### src/rtl/irq_pkg.sv
package irq_pkg;

    localparam int IRQ_NVEC  = 256;
    localparam int IRQ_WORD  = 32;
    localparam int IRQ_NWORD = IRQ_NVEC / IRQ_WORD;
    localparam int IRQ_VW    = $clog2(IRQ_NVEC);
    localparam int IRQ_WB    = $clog2(IRQ_WORD);
    localparam int IRQ_SVRW  = 9;
    localparam int IRQ_ILL_BIT = 7;

    localparam logic [IRQ_SVRW-1:0] SVR_RESET = 9'h0FF;

    localparam logic [7:0] IDX_TPR  = 8'h08;
    localparam logic [7:0] IDX_PPR  = 8'h0A;
    localparam logic [7:0] IDX_EOI  = 8'h0B;
    localparam logic [7:0] IDX_SVR  = 8'h0F;
    localparam logic [7:0] IDX_ISR0 = 8'h10;
    localparam logic [7:0] IDX_TMR0 = 8'h18;
    localparam logic [7:0] IDX_IRR0 = 8'h20;
    localparam logic [7:0] IDX_ESR  = 8'h28;
    localparam logic [7:0] IDX_NW   = 8'(IRQ_NWORD);

    typedef logic [IRQ_NVEC-1:0] vec_t;
    typedef logic [IRQ_VW-1:0]   vnum_t;

    typedef enum logic [3:0] {
        RK_NONE, RK_TPR, RK_PPR, RK_EOI, RK_SVR,
        RK_ISR, RK_TMR, RK_IRR, RK_ESR
    } reg_kind_e;

    typedef struct packed {
        logic  done;
        logic  empty;
        logic  spurious;
        vnum_t vector;
    } ack_res_t;

    function automatic reg_kind_e decode_idx(input logic [7:0] idx);
        reg_kind_e k;
        k = RK_NONE;
        if (idx == IDX_TPR)                                  k = RK_TPR;
        else if (idx == IDX_PPR)                             k = RK_PPR;
        else if (idx == IDX_EOI)                             k = RK_EOI;
        else if (idx == IDX_SVR)                             k = RK_SVR;
        else if (idx == IDX_ESR)                             k = RK_ESR;
        else if (idx >= IDX_ISR0 && idx < IDX_ISR0 + IDX_NW) k = RK_ISR;
        else if (idx >= IDX_TMR0 && idx < IDX_TMR0 + IDX_NW) k = RK_TMR;
        else if (idx >= IDX_IRR0 && idx < IDX_IRR0 + IDX_NW) k = RK_IRR;
        return k;
    endfunction

    function automatic logic [IRQ_WB-1:0] hi_in_word(input logic [IRQ_WORD-1:0] w);
        logic [IRQ_WB-1:0] r;
        r = '0;
        for (int i = 0; i < IRQ_WORD; i++) begin
            if (w[i]) r = i[IRQ_WB-1:0];
        end
        return r;
    endfunction

    function automatic vec_t one_hot(input vnum_t v);
        vec_t r;
        r = '0;
        r[v] = 1'b1;
        return r;
    endfunction

    function automatic vnum_t compute_ppr(input vnum_t tpr, input logic isr_any,
                                          input vnum_t isr_hi);
        logic [3:0] cls;
        cls = isr_any ? isr_hi[7:4] : 4'd0;
        return (tpr[7:4] >= cls) ? tpr : {cls, 4'h0};
    endfunction

endpackage

### src/rtl/irq_hi_find.sv
module irq_hi_find
    import irq_pkg::*;
#(
    parameter int N = IRQ_NVEC
) (
    input  logic [N-1:0]         bits,
    output logic                 any,
    output logic [$clog2(N)-1:0] idx
);
    localparam int NW = N / IRQ_WORD;
    localparam int GB = (NW > 1) ? $clog2(NW) : 1;

    logic [NW-1:0]     word_any;
    logic [IRQ_WB-1:0] word_idx [NW];

    for (genvar g = 0; g < NW; g++) begin : g_word
        assign word_any[g] = |bits[g*IRQ_WORD +: IRQ_WORD];
        assign word_idx[g] = hi_in_word(bits[g*IRQ_WORD +: IRQ_WORD]);
    end

    always_comb begin
        logic [GB-1:0] sel;
        sel = '0;
        for (int g = 0; g < NW; g++) begin
            if (word_any[g]) sel = g[GB-1:0];
        end
        idx = {sel, word_idx[sel]};
    end

    assign any = |word_any;

endmodule

### src/rtl/irq_vec_state.sv
module irq_vec_state
    import irq_pkg::*;
(
    input  logic  clk,
    input  logic  rst,
    input  vec_t  set_mask,
    input  vec_t  lvl_mask,
    input  logic  ack_take,
    input  vnum_t ack_idx,
    input  logic  eoi_do,
    input  vnum_t eoi_idx,
    output vec_t  irr,
    output vec_t  isr,
    output vec_t  tmr
);
    vec_t ack_bit;
    vec_t eoi_bit;

    assign ack_bit = ack_take ? one_hot(ack_idx) : '0;
    assign eoi_bit = eoi_do   ? one_hot(eoi_idx) : '0;

    always_ff @(posedge clk) begin
        if (rst) begin
            irr <= '0;
            isr <= '0;
            tmr <= '0;
        end else begin
            irr <= (irr & ~ack_bit) | set_mask;
            isr <= (isr & ~eoi_bit) | ack_bit;
            tmr <= (tmr & ~set_mask) | (set_mask & lvl_mask);
        end
    end

    AST_ACK_ENTERS_SERVICE: assert property (@(posedge clk) disable iff (rst)
        ack_take |=> isr[$past(ack_idx)]) else $error("ack vector not in service");

    AST_REQ_LATCHED: assert property (@(posedge clk) disable iff (rst)
        (set_mask != '0) |=> ((irr & $past(set_mask)) == $past(set_mask))) else $error("request lost");

    AST_TRIGGER_KIND: assert property (@(posedge clk) disable iff (rst)
        (set_mask != '0) |=> ((tmr & $past(set_mask)) == $past(set_mask & lvl_mask))) else $error("trigger bit wrong");

    AST_EOI_RETIRES: assert property (@(posedge clk) disable iff (rst)
        (eoi_do && !(ack_take && ack_idx == eoi_idx)) |=> !isr[$past(eoi_idx)]) else $error("eoi did not retire");

endmodule

### src/rtl/irq_reg_port.sv
module irq_reg_port
    import irq_pkg::*;
(
    input  logic                clk,
    input  logic                rst,
    input  logic                wr,
    input  logic                rd,
    input  logic [11:0]         addr,
    input  vnum_t               tpr,
    input  logic [IRQ_SVRW-1:0] svr,
    input  vnum_t               ppr,
    input  vec_t                irr,
    input  vec_t                isr,
    input  vec_t                tmr,
    output logic [31:0]         rdata,
    output logic                tpr_we,
    output logic                svr_we,
    output logic                eoi_we,
    output logic                esr_ill
);
    localparam int WSB = (IRQ_NWORD > 1) ? $clog2(IRQ_NWORD) : 1;

    logic [7:0]     idx;
    reg_kind_e      kind;
    logic [WSB-1:0] wsel;
    logic           unused_low;

    assign idx        = addr[11:4];
    assign unused_low = ^addr[3:0];
    assign kind       = decode_idx(idx);

    always_comb begin
        case (kind)
            RK_ISR:  wsel = WSB'(idx - IDX_ISR0);
            RK_TMR:  wsel = WSB'(idx - IDX_TMR0);
            RK_IRR:  wsel = WSB'(idx - IDX_IRR0);
            default: wsel = '0;
        endcase
    end

    always_comb begin
        rdata = '0;
        case (kind)
            RK_TPR:  rdata = {24'b0, tpr};
            RK_PPR:  rdata = {24'b0, ppr};
            RK_SVR:  rdata = {{(32-IRQ_SVRW){1'b0}}, svr};
            RK_ISR:  rdata = isr[wsel*IRQ_WORD +: IRQ_WORD];
            RK_TMR:  rdata = tmr[wsel*IRQ_WORD +: IRQ_WORD];
            RK_IRR:  rdata = irr[wsel*IRQ_WORD +: IRQ_WORD];
            RK_ESR:  rdata[IRQ_ILL_BIT] = esr_ill;
            default: rdata = '0;
        endcase
    end

    assign tpr_we = wr && (kind == RK_TPR);
    assign svr_we = wr && (kind == RK_SVR);
    assign eoi_we = wr && (kind == RK_EOI);

    always_ff @(posedge clk) begin
        if (rst)                                esr_ill <= 1'b0;
        else if ((wr || rd) && kind == RK_NONE) esr_ill <= 1'b1;
    end

    AST_ILLEGAL_FLAGGED: assert property (@(posedge clk) disable iff (rst)
        ((wr || rd) && kind == RK_NONE) |=> esr_ill) else $error("illegal access not flagged");

    AST_FLAG_STICKY: assert property (@(posedge clk) disable iff (rst)
        esr_ill |=> esr_ill) else $error("error flag dropped");

endmodule

### src/rtl/irq_accept_unit.sv
module irq_accept_unit
    import irq_pkg::*;
#(
    parameter int NSRC = 2
) (
    input  logic                   clk,
    input  logic                   rst,
    input  logic [NSRC-1:0]        src_valid,
    input  logic [NSRC*IRQ_VW-1:0] src_vector,
    input  logic [NSRC-1:0]        src_level,
    input  logic                   ack_req,
    output logic                   ack_done,
    output logic                   ack_empty,
    output logic                   ack_spurious,
    output logic [IRQ_VW-1:0]      ack_vector,
    output logic                   irq_out,
    input  logic                   reg_wr,
    input  logic                   reg_rd,
    input  logic [11:0]            reg_addr,
    input  logic [31:0]            reg_wdata,
    output logic [31:0]            reg_rdata
);
    vnum_t               tpr;
    logic [IRQ_SVRW-1:0] svr;
    vnum_t               ppr;
    vec_t                irr, isr, tmr;
    vec_t                set_mask, lvl_mask;
    logic                irr_any, isr_any;
    vnum_t               irr_hi, isr_hi;
    logic                tpr_we, svr_we, eoi_we, esr_ill;
    logic                enabled, below_tpr, ack_take;
    ack_res_t            ack_nxt, ack_q;
    logic                unused_wdata;

    assign unused_wdata = ^{reg_wdata[31:IRQ_SVRW], esr_ill};

    // merge request sources; a later source decides the trigger bit
    always_comb begin
        set_mask = '0;
        lvl_mask = '0;
        for (int s = 0; s < NSRC; s++) begin
            if (src_valid[s]) begin
                set_mask[src_vector[s*IRQ_VW +: IRQ_VW]] = 1'b1;
                lvl_mask[src_vector[s*IRQ_VW +: IRQ_VW]] = src_level[s];
            end
        end
    end

    irq_hi_find #(.N(IRQ_NVEC)) u_hi_irr (.bits(irr), .any(irr_any), .idx(irr_hi));
    irq_hi_find #(.N(IRQ_NVEC)) u_hi_isr (.bits(isr), .any(isr_any), .idx(isr_hi));

    assign ppr       = compute_ppr(tpr, isr_any, isr_hi);
    assign enabled   = svr[IRQ_SVRW-1];
    assign irq_out   = enabled && irr_any &&
                       ((ppr == '0) || (irr_hi[7:4] > ppr[7:4]));
    assign below_tpr = (tpr != '0) && (irr_hi <= tpr);
    assign ack_take  = ack_req && enabled && irr_any && !below_tpr;

    always_comb begin
        ack_nxt.done     = ack_req;
        ack_nxt.empty    = !(enabled && irr_any);
        ack_nxt.spurious = enabled && irr_any && below_tpr;
        if (ack_nxt.empty)         ack_nxt.vector = '0;
        else if (ack_nxt.spurious) ack_nxt.vector = svr[IRQ_VW-1:0];
        else                       ack_nxt.vector = irr_hi;
    end

    irq_vec_state u_state (
        .clk      (clk),
        .rst      (rst),
        .set_mask (set_mask),
        .lvl_mask (lvl_mask),
        .ack_take (ack_take),
        .ack_idx  (irr_hi),
        .eoi_do   (eoi_we && isr_any),
        .eoi_idx  (isr_hi),
        .irr      (irr),
        .isr      (isr),
        .tmr      (tmr)
    );

    irq_reg_port u_regs (
        .clk     (clk),
        .rst     (rst),
        .wr      (reg_wr),
        .rd      (reg_rd),
        .addr    (reg_addr),
        .tpr     (tpr),
        .svr     (svr),
        .ppr     (ppr),
        .irr     (irr),
        .isr     (isr),
        .tmr     (tmr),
        .rdata   (reg_rdata),
        .tpr_we  (tpr_we),
        .svr_we  (svr_we),
        .eoi_we  (eoi_we),
        .esr_ill (esr_ill)
    );

    always_ff @(posedge clk) begin
        if (rst) begin
            tpr   <= '0;
            svr   <= SVR_RESET;
            ack_q <= '0;
        end else begin
            if (tpr_we) tpr <= reg_wdata[IRQ_VW-1:0];
            if (svr_we) svr <= reg_wdata[IRQ_SVRW-1:0];
            ack_q <= ack_nxt;
        end
    end

    assign ack_done     = ack_q.done;
    assign ack_empty    = ack_q.empty;
    assign ack_spurious = ack_q.spurious;
    assign ack_vector   = ack_q.vector;

    AST_IRQ_NEEDS_ENABLE: assert property (@(posedge clk) disable iff (rst)
        irq_out |-> svr[IRQ_SVRW-1]) else $error("irq while disabled");

    AST_DISABLED_EMPTY: assert property (@(posedge clk) disable iff (rst)
        (ack_req && !svr[IRQ_SVRW-1]) |=> (ack_done && ack_empty)) else $error("disabled ack not empty");

    AST_ACK_ONE_KIND: assert property (@(posedge clk) disable iff (rst)
        ack_done |-> $onehot0({ack_empty, ack_spurious})) else $error("ack kinds overlap");

    AST_PPR_FLOOR: assert property (@(posedge clk) disable iff (rst)
        ppr >= tpr) else $error("ppr below tpr");

    AST_SPUR_KEEPS_ISR: assert property (@(posedge clk) disable iff (rst)
        (ack_req && below_tpr && !eoi_we) |=> $stable(isr)) else $error("spurious ack moved state");

endmodule

### config.mk
export PLATFORM = sky130hd
export DESIGN_NAME = irq_accept_unit
export DESIGN_NICKNAME = d
export VERILOG_FILES = /design/src/rtl/irq_pkg.sv /design/src/rtl/irq_hi_find.sv /design/src/rtl/irq_vec_state.sv /design/src/rtl/irq_reg_port.sv /design/src/rtl/irq_accept_unit.sv
export SDC_FILE = /design/constraint.sdc
export NUM_CORES = 2
export LEC_CHECK = 0
export BUFFER_PORTS_ARGS = -buffer_cell sky130_fd_sc_hd__buf_2
export CAP_MARGIN = 5
export CORE_ASPECT_RATIO = 0.7
export CORE_UTILIZATION = 45
export CTS_BUF_LIST = sky130_fd_sc_hd__clkbuf_4 sky130_fd_sc_hd__clkbuf_8
export DETAILED_ROUTE_END_ITERATION = 7
export HOLD_SLACK_MARGIN = 0.12
export PLACE_DENSITY_LB_ADDON = 0.1
export SLEW_MARGIN = 30
export SYNTH_ARGS = -nofsm -noshare
export SYNTH_HDL_FRONTEND = slang
export SYNTH_SLANG_ARGS = --single-unit
### constraint.sdc
create_clock -name clk -period 13.6 [get_ports clk]
set_input_delay 0 -clock clk [delete_from_list [all_inputs] [get_ports clk]]
set_output_delay 0 -clock clk [all_outputs]
set_load 0.02 [all_outputs]
==> impl_metrics.ini <==
[status]
status = finished, final reports clean

[setup_path]
critPathArrivalTime_ns = 10.20
crit_type = flip-flop to flip-flop
r2r-end = u_state.irr[48]
cp_num_buf_inv = 3
slowest_stage = nor4_1
reg2reg_depth = 21
timing.rr.start = u_state.irr[165]
cpMostUsedCell = o21ai_0
cp_slowest_stage_delay_ns = 0.96
critPathTopFamily = simple AND/OR/NAND/NOR gates
worstSetupStartpointType = flip-flop
path_max_fanout = 18
endpoint_kind = flip-flop
r2r_slack_ns = 4.18
crit_chain = nor4_1, nand4_1, or4_1, a21o_1, a31oi_2, buf_4, mux2i_1, o22ai_1, or2_1, inv_2, ha_1, o21ai_0, a21oi_1, nor3_1, o21a_1, nand3b_1, nor2_1, nand2_1, o21ai_0, a31oi_1, dlygate4sd3_1
worstPathRequired_ns = 14.38

[drt]
routed_wl_um = 276000
drt-wirelength-per-cell_um = 36.7
drcViolationCount = 0
via_count = 55772
drtPass1Iterations = 7
final_antenna_net_count = 0
drtIter0Drc = 9952
routed_via_density = 7.40

[sta]
rsz0062_at_grt = no
fmax_mhz = 106
holdWs_ns = 0.246
tns_ns = 0
drv_slew = 0
fin_crit_ns = 9.42
hold_viol = 0
max_slew_margin = 0.188
fin_skew_ns = 0.0470
fin_crit_sh = 0.693
worst_pin_slew_ns = 1.21
setup_viol = 0

[power_and_ir_drop]
max-vdd-ir-drop_mv = 0.112
seq_power_share = 0.402
p_int_w = 0.00379
p_sw_frac = 0.351
p_per_area_nw_per_um2 = 110
pwr-share-clk = 0.416
switching_power_w = 0.00205
leakage_nw = 17.7
p_comb_frac = 0.182

[yosys]
synth_cell_types = 90
synthMostInstantiatedCell = nand2_1
syn_area_um2 = 47500
synth_edf_count = 0
yosysSeqAreaShare = 0.336
ys_warn_count = 0
synth-seq-cells = 797
async_reset_ff_frac = 0
post_synth.cell_area_avg_um2 = 7.76
synth_commonest_cells = 813 x nand2_1, 797 x dfxtp_1, 616 x o21ai_0
synth_area_leaders = dfxtp_1 34%, o21ai_0 6.5%, nand2_1 6.4%, a21oi_1 4.7%, mux4_2 4.4%
synth_cells = 6121
synthFlopType = dfxtp_1
synth_top_area_share = 0.336
yosysTopAreaCell = dfxtp_1
syn_nets = 6206

[hold_path]
hold_end = u_state.irr[242]
min-delay-path-class = input port to flip-flop
hp-start = rst
hold_path_depth = 3

[global_routing]
grt_pass1_wl_um = 380000
grt_use_total = 0.499
overflow = 0
grt_pass1_vias = 48517
grt_max_degree = 167
antenna_found_initial = 18

[clocking]
clk_latency_ns = 0.91
clkTransAtPathRegs_ns = 0.07
cts_setup_buffers = 0
clockBufferDepth = 3
clockRootBuffer = clkbuf_8
cts-hold-fix-buffers = 91
cts_tree = built
cts_max_level = 4
cts_sinks = 797
cts_inserted_buffers = 138
cts_resized = 0

[place]
io_buffers = 85
dp_hpwl_um = 191000
place.gp.congestion = 1.08
placed_area_um2 = 49200

[floorplan]
ioPinCount = 113
core_area_um2 = 104000
rows = 99
die_y_um = 274
die_w_um = 390
start_util = 0.455
dieArea_um2 = 107000

[cells_and_area]
layout-drive-gt1-share = 0.147
area_delta_synth_final_pct = 12.0
nets = 6098
final_area_um2 = 53200

[run]
cap_viol_max_count = 0
-- routing by layer --
layer  track usage  routed length [um]  vias up
li1              -                   -    23046
met3         0.263               52200      705
met2         0.616              100000     4926
met4         0.204               12200       16
met5       0.00443                 151        -
met1         0.701              112000    27079
-- final cells by class --
type	count	area [um^2]
Fill cell	10246	51200
Clock buffer	211	2640
Multi-Input combinational cell	4632	29500
Antenna cell	10	25.0
Inverter	120	460
Sequential cell	797	16000
Tap cell	1414	1770
Timing Repair Buffer	324	2580
Clock inverter	30	270
-- logic make-up after synthesis --
| family | after synthesis | share of synthesized area |
|---|---|---|
| compound gates | 2240 | 0.298 |
| fa+ha+maj | 16 | 0.00422 |
| buf+inv | 692 | 0.0561 |
| flops | 797 | 0.336 |
| mux | 396 | 0.112 |
| simple gates | 1980 | 0.193 |
-- cells in the final DEF, fill, tap and decap left out, types with 166 or more instances in the layout --
cell | synthesis | routed
nand2_1 | 813 | 802
a311oi_1 | 215 | 214
mux2_2 | 166 | 166
clkbuf_8 | 0 | 169
nor2_1 | 381 | 352
o21ai_0 | 616 | 615
nand3_1 | 215 | 204
o211ai_1 | 197 | 197
dfxtp_1 | 797 | 797
a21oi_1 | 442 | 442
a31oi_1 | 255 | 255
-- metrics by stage --
step	utilization	worst slack [ns]	std cells	total power (W)
3_3_place_gp	0.469	4.89	7189	0.00334
4_1_cts	0.508	4.54	7525	0.00573
3_5_place_dp	0.471	5.01	7193	0.00335
2_1_floorplan	-	7.84	6121	0.00286
5_1_grt	0.509	4.16	7529	0.00591
6_report	0.509	4.18	7538	0.00584
-- worst max-delay path by stage --
stage / start / to / slack [ns] / cells past startpoint
2_1_floorplan: u_state.irr[60] / u_state.isr[42] / 7.84 / 25
3_3_place_gp: u_state.irr[229] / u_state.irr[46] / 4.89 / 17
3_5_place_dp: u_state.irr[197] / u_state.irr[110] / 5.01 / 17
4_1_cts: u_state.irr[197] / u_state.irr[48] / 4.54 / 18
5_1_grt: u_state.irr[244] / u_state.irr[48] / 4.16 / 18
6_report: u_state.irr[165] / u_state.irr[48] / 4.18 / 21
-- worst min-delay path, delay by kind of cell --
kind | cells | cell delay [ns]
AND/OR/NAND/NOR | 1 | 0.18
buffers and inverters | 2 | 0.84
-- power by group through the flow --
stage               combinational, W  clock [W]  sequential, W
detailed placement          0.000949          0        0.00240
finish                       0.00106    0.00243        0.00235
CTS                         0.000966    0.00241        0.00235
global route                 0.00103    0.00252        0.00235
global placement            0.000939          0        0.00240
floorplan                   0.000458          0        0.00240
No activity file was read; power rests on OpenSTA's default activity.
